$ cat src/rtl/hier_route_sel.sv
module hier_route_sel #(
  parameter int MESH_N   = 8,
  parameter int REG_SIDE = 4,
  parameter int HOP_W    = 5,
  parameter int STRESS_W = 4
) (
  input  logic                    clk,
  input  logic                    rst_n,
  input  logic [$clog2(MESH_N)-1:0] own_x,
  input  logic [$clog2(MESH_N)-1:0] own_y,
  input  logic                    req_valid,
  input  logic [$clog2(MESH_N)-1:0] dst_x,
  input  logic [$clog2(MESH_N)-1:0] dst_y,
  input  logic [4*STRESS_W-1:0]   req_stress,
  input  logic                    upd_valid,
  input  logic                    upd_region,
  input  logic [((2*$clog2(REG_SIDE)) > $clog2((MESH_N/REG_SIDE)*(MESH_N/REG_SIDE)+1) ? (2*$clog2(REG_SIDE)) : $clog2((MESH_N/REG_SIDE)*(MESH_N/REG_SIDE)+1))-1:0] upd_row,
  input  logic [1:0]              upd_dir,
  input  logic [HOP_W-1:0]        upd_nbr_min,
  output logic                    rsp_valid,
  output logic [1:0]              rsp_dir,
  output logic                    rsp_region,
  output logic [((2*$clog2(REG_SIDE)) > $clog2((MESH_N/REG_SIDE)*(MESH_N/REG_SIDE)+1) ? (2*$clog2(REG_SIDE)) : $clog2((MESH_N/REG_SIDE)*(MESH_N/REG_SIDE)+1))-1:0] rsp_row,
  output logic [HOP_W-1:0]        rsp_hops
);

  localparam int CW     = $clog2(MESH_N);
  localparam int SH     = $clog2(REG_SIDE);
  localparam int RPL    = MESH_N / REG_SIDE;
  localparam int NREG   = RPL * RPL;
  localparam int LROWS  = REG_SIDE * REG_SIDE;
  localparam int LIDX_W = 2 * SH;
  localparam int RIDX_W = (NREG > 1) ? $clog2(NREG) : 1;
  localparam int ROW_W  = (LIDX_W > $clog2(NREG + 1)) ? LIDX_W : $clog2(NREG + 1);
  localparam logic [HOP_W-1:0] HOP_MAX = '1;

  logic [HOP_W-1:0] loc_tab [LROWS][4];
  logic [HOP_W-1:0] reg_tab [NREG][4];

  logic [CW-1:0]     dst_rx, dst_ry;
  logic              far_dst;
  logic [LIDX_W-1:0] loc_idx;
  logic [RIDX_W-1:0] reg_idx;
  logic [HOP_W-1:0]  rd_hop [4];
  logic [1:0]        best;
  logic [HOP_W-1:0]  upd_hop;
  logic              loc_we, reg_we;

  assign dst_rx  = dst_x >> SH;
  assign dst_ry  = dst_y >> SH;
  assign far_dst = (dst_rx != (own_x >> SH)) || (dst_ry != (own_y >> SH));
  assign loc_idx = {dst_y[SH-1:0], dst_x[SH-1:0]};
  assign reg_idx = RIDX_W'(int'(dst_ry) * RPL + int'(dst_rx));

  always_comb begin
    for (int d = 0; d < 4; d++)
      rd_hop[d] = far_dst ? reg_tab[reg_idx][d] : loc_tab[loc_idx][d];
  end

  always_comb begin
    best = 2'd0;
    for (int d = 1; d < 4; d++)
      if ({rd_hop[d], req_stress[d*STRESS_W +: STRESS_W]} <
          {rd_hop[best], req_stress[int'(best)*STRESS_W +: STRESS_W]})
        best = 2'(d);
  end

  assign upd_hop = (upd_nbr_min == HOP_MAX) ? HOP_MAX : upd_nbr_min + 1'b1;
  assign loc_we  = upd_valid && !upd_region && (int'(upd_row) < LROWS);
  assign reg_we  = upd_valid &&  upd_region && (int'(upd_row) < NREG);

  always_ff @(posedge clk) begin
    if (!rst_n) begin
      for (int r = 0; r < LROWS; r++)
        for (int d = 0; d < 4; d++) loc_tab[r][d] <= HOP_MAX;
      for (int r = 0; r < NREG; r++)
        for (int d = 0; d < 4; d++) reg_tab[r][d] <= HOP_MAX;
    end else begin
      if (loc_we) loc_tab[LIDX_W'(upd_row)][upd_dir] <= upd_hop;
      if (reg_we) reg_tab[RIDX_W'(upd_row)][upd_dir] <= upd_hop;
    end
  end

  always_ff @(posedge clk) begin
    if (!rst_n) begin
      rsp_valid  <= 1'b0;
      rsp_dir    <= 2'd0;
      rsp_region <= 1'b0;
      rsp_row    <= '0;
      rsp_hops   <= '0;
    end else begin
      rsp_valid <= req_valid;
      if (req_valid) begin
        rsp_dir    <= best;
        rsp_region <= far_dst;
        rsp_row    <= far_dst ? ROW_W'(reg_idx) : ROW_W'(loc_idx);
        rsp_hops   <= rd_hop[best];
      end
    end
  end


  rsp_follows_req_chk: assert property (@(posedge clk) disable iff (!rst_n)
    req_valid |=> rsp_valid);


  rsp_idle_chk: assert property (@(posedge clk) disable iff (!rst_n)
    !req_valid |=> !rsp_valid);


  region_flag_chk: assert property (@(posedge clk) disable iff (!rst_n)
    req_valid |=> rsp_region == $past(((dst_x / REG_SIDE) != (own_x / REG_SIDE)) ||
                                      ((dst_y / REG_SIDE) != (own_y / REG_SIDE))));


  hop_nonzero_chk: assert property (@(posedge clk) disable iff (!rst_n)
    rsp_valid |-> rsp_hops != '0);


  region_row_range_chk: assert property (@(posedge clk) disable iff (!rst_n)
    rsp_valid && rsp_region |-> int'(rsp_row) < NREG);

endmodule

$ cat config.mk
export PLATFORM = sky130hd
export DESIGN_NAME = hier_route_sel
export DESIGN_NICKNAME = d
export VERILOG_FILES = /design/src/rtl/hier_route_sel.sv
export SDC_FILE = /design/constraint.sdc
export NUM_CORES = 1
export LEC_CHECK = 0
export BUFFER_PORTS_ARGS = -buffer_cell sky130_fd_sc_hd__buf_4
export CORE_UTILIZATION = 55
export CTS_BUF_LIST = sky130_fd_sc_hd__clkbuf_16
export DETAILED_ROUTE_END_ITERATION = 12
export GPL_ROUTABILITY_DRIVEN = 0
export PLACE_DENSITY_LB_ADDON = 0.15
export SYNTH_ARGS = -nofsm -noshare
export SYNTH_HDL_FRONTEND = slang
export SYNTH_SLANG_ARGS = --single-unit
$ cat constraint.sdc
create_clock -name clk -period 6.85 [get_ports clk]
set_input_delay 0.685 -clock clk [delete_from_list [all_inputs] [get_ports clk]]
set_output_delay 0.685 -clock clk [all_outputs]
set_load 0.005 [all_outputs]
==> results.cfg <==
[outcome]
outcome = completed

[layout]
area.sequential_sq_mm = 0.01227
fillCellCount = 2679
antenna-diode-count = 0
drive_gt1_share_pct = 19.04
finish.net_count = 1606
areaGrowthSynthToFinish_pct = 12.51
layout.cells.most_common_list = 441 x sky130_fd_sc_hd__nand2_1, 400 x sky130_fd_sc_hd__edfxtp_1, 120 x sky130_fd_sc_hd__buf_4
postLayoutCellArea_sq_mm = 0.02171
multi_input_comb_area_sq_mm = 0.006558
layout.cells.most_common = sky130_fd_sc_hd__nand2_1

[sta]
fin_ws_ns = 0.4749
worst_slew_pin_slew_ns = 1.151
max_clock_freq_mhz = 156.9
post_layout_min_period_ns = 6.375
finalClockSkew_ns = 0.01116
whs_ns = 0.4806
finalCritPeriodShare_pct = 93.07
fin_tns_setup_ns = 0
report.final.setup_viol = 0
slew_viol_final = 0
slew-limit-headroom_pct = 23.27
finalHoldViolCount = 0

[placed_design]
dpl_cell_area_sq_mm = 0.02041
port_buffers = 52
placement.setup.worst_slack_ns = -0.2524
detailedPlacementHpwl_um = 30330

[floorplanning]
initial_core_util_pct = 55.86
floorplan.rows = 68
chipWidth_um = 189.3
chipHeight_um = 189.3
pin_count = 57
die-area_sq_mm = 0.03584
core_area_sq_mm = 0.03454

[setup_path]
worstSetupPathType = in -> reg
cp_max_fo = 14
required_ns = 7.25
crit_arrival_ns = 6.78
start_kind = input pin
timing.critical_path.to_type = flip-flop

[detailed_routing]
route.final.wire_length_um = 45420
route.detailed.drc = 0
route.detailed.vias_per_inst = 5.977
drtPass1Iterations = 6
ant_nets = 0
routedWlPerCell_um = 22.48
vias = 12073
detailedRoute.firstIterationViolations = 1285

[grt]
first_global_vias = 11923
globalRoute.totalOverflow = 0
grt_usage_pct = 26.22
grt_first_pass_wirelength_um = 70100
grt_start_max_net_pins = 81
number_of_antenna_violations_at_the_first_check_in_global_routing = 0

[power]
p_total_mw = 6.031
worst_ir_drop_vdd_mv = 0.2692
pwr_density_cell_mw_per_mm2 = 277.8
leakage_nw = 7.247

[clock_tree]
clock-root-buffer = sky130_fd_sc_hd__clkbuf_16
tritoncts.num_buffers = 43
post_cts.repair.setup_buffers = 0
clk_pin_slew_worst_paths_ns = 0.06
clock_sinks = 413
postCtsHoldBufs = 0
ctsResizeCount = 0
max-clock-path-buffers = 3
cts_htree_levels = 2
tritoncts = built
insertion_delay_ns = 0.54

[yosys]
syn_area_sq_mm = 0.01930
syn_inst = 1473
synth.yosys.seq_area_share_pct = 63.59
asyncSetResetFlopFracSynth_pct = 0
ys_ff_latch = 413
synth.yosys.warnings = 0
synthDistinctLibCells = 42
synth-main-ff-cell = sky130_fd_sc_hd__edfxtp_1
synth-edff-count = 400
syn_nets = 1542
syn_area_per_cell_sq_um = 13.10

[flow_run]
max_cap_violations = 0

[min_path]
min-delay-path-class = reg -> reg
## per-layer routing
metal	part of all wire [%]	GRT usage, %
met5	0	0
met4	2.9	8.530
met3	8.9	4.022
met2	47	41.19
met1	41	37.87
## where the power goes
group	internal [mW]	switching [mW]
logic	0.423	0.508
clock network	1.21	0.932
registers	2.91	0.0506
## path summary, 6_finish.rpt
kind,from,end,slack [ns],depth (start not counted)
worst max-delay path,dst_x[1],rsp_hops[2],0.47,28
worst min register to register,rsp_region,rsp_region,0.48,1
worst max register to register,loc_tab[0][12],rsp_hops[2],0.59,26
worst min-delay path,rsp_region,rsp_region,0.48,1
## cell type report
class	count	area share [%]
clock buffer	43	4.956
clock inverter	30	0.8817
inverter	17	0.2939
multi-input combinational	938	30.20
sequential	413	56.52
tap	455	2.622
timing repair buffer	124	4.518
## sequential cells by signal (all words and copies together) (netlist names)
register / count
rsp_hops: 5
rsp_region: 1
loc_tab: 320
reg_tab: 80
rsp_row: 4
rsp_dir: 2
rsp_valid: 1
## stage by stage
step,utilization [%],std cells
2_1_floorplan,-,1473
3_3_place_gp,59.10,1947
3_5_place_dp,59.10,1947
4_1_cts,62.77,2020
5_1_grt,62.85,2020
6_report,62.85,2020
## worst max-delay path, stage by stage
cell and delay (ns):
sky130_fd_sc_hd__buf_4 0.14, sky130_fd_sc_hd__buf_12 0.17, sky130_fd_sc_hd__mux4_2 0.51, sky130_fd_sc_hd__mux2i_1 0.31, sky130_fd_sc_hd__o22ai_1 0.25, sky130_fd_sc_hd__a21oi_2 0.17, sky130_fd_sc_hd__inv_1 0.06, sky130_fd_sc_hd__ha_1 0.30
sky130_fd_sc_hd__nand2_1 0.07, sky130_fd_sc_hd__nor2_1 0.08, sky130_fd_sc_hd__and4_1 0.22, sky130_fd_sc_hd__nor3_2 0.23, sky130_fd_sc_hd__buf_4 0.20, sky130_fd_sc_hd__mux2i_1 0.26, sky130_fd_sc_hd__inv_1 0.07, sky130_fd_sc_hd__ha_1 0.32
sky130_fd_sc_hd__nand4_1 0.13, sky130_fd_sc_hd__nor2_1 0.11, sky130_fd_sc_hd__o21ai_0 0.13, sky130_fd_sc_hd__o31ai_4 0.45, sky130_fd_sc_hd__mux2i_1 0.34, sky130_fd_sc_hd__ha_1 0.29, sky130_fd_sc_hd__a21o_1 0.17, sky130_fd_sc_hd__a21o_1 0.19
sky130_fd_sc_hd__a221oi_2 0.26, sky130_fd_sc_hd__a21boi_2 0.26, sky130_fd_sc_hd__a311o_1 0.24, sky130_fd_sc_hd__o221ai_1 0.14
## cell usage after synthesis (10+ instances only)
master	n	share of area, %
sky130_fd_sc_hd__o21ai_1	13	0.34
sky130_fd_sc_hd__mux4_2	93	11
sky130_fd_sc_hd__ha_1	25	1.6
sky130_fd_sc_hd__inv_1	17	0.33
sky130_fd_sc_hd__a21oi_1	21	0.54
sky130_fd_sc_hd__dfxtp_1	13	1.3
sky130_fd_sc_hd__buf_2	16	0.41
sky130_fd_sc_hd__nand2_1	441	8.6
sky130_fd_sc_hd__edfxtp_1	400	62
sky130_fd_sc_hd__nor2_1	93	1.8
sky130_fd_sc_hd__nand3_1	19	0.49
sky130_fd_sc_hd__clkbuf_1	76	1.5
sky130_fd_sc_hd__o22ai_1	11	0.36
sky130_fd_sc_hd__o21ai_0	86	2.2
sky130_fd_sc_hd__a21oi_2	10	0.45
sky130_fd_sc_hd__mux2i_1	53	2.7
## logic make-up (layout without fill, tap and decap cells)
group | after synthesis | in the layout | synth area share (%)
adder cells (fa/ha/maj) | 25 | 25 | 1.621
buffers and inverters | 122 | 214 | 2.866
XOR/XNOR | 2 | 2 | 0.09079
AO/OA/AOI/OAI | 167 | 167 | 5.083
multiplexers | 154 | 154 | 14.61
AND/OR/NAND/NOR | 590 | 590 | 12.13
flip-flops | 413 | 413 | 63.59
Note: power is estimated with default switching activity, not from simulation.
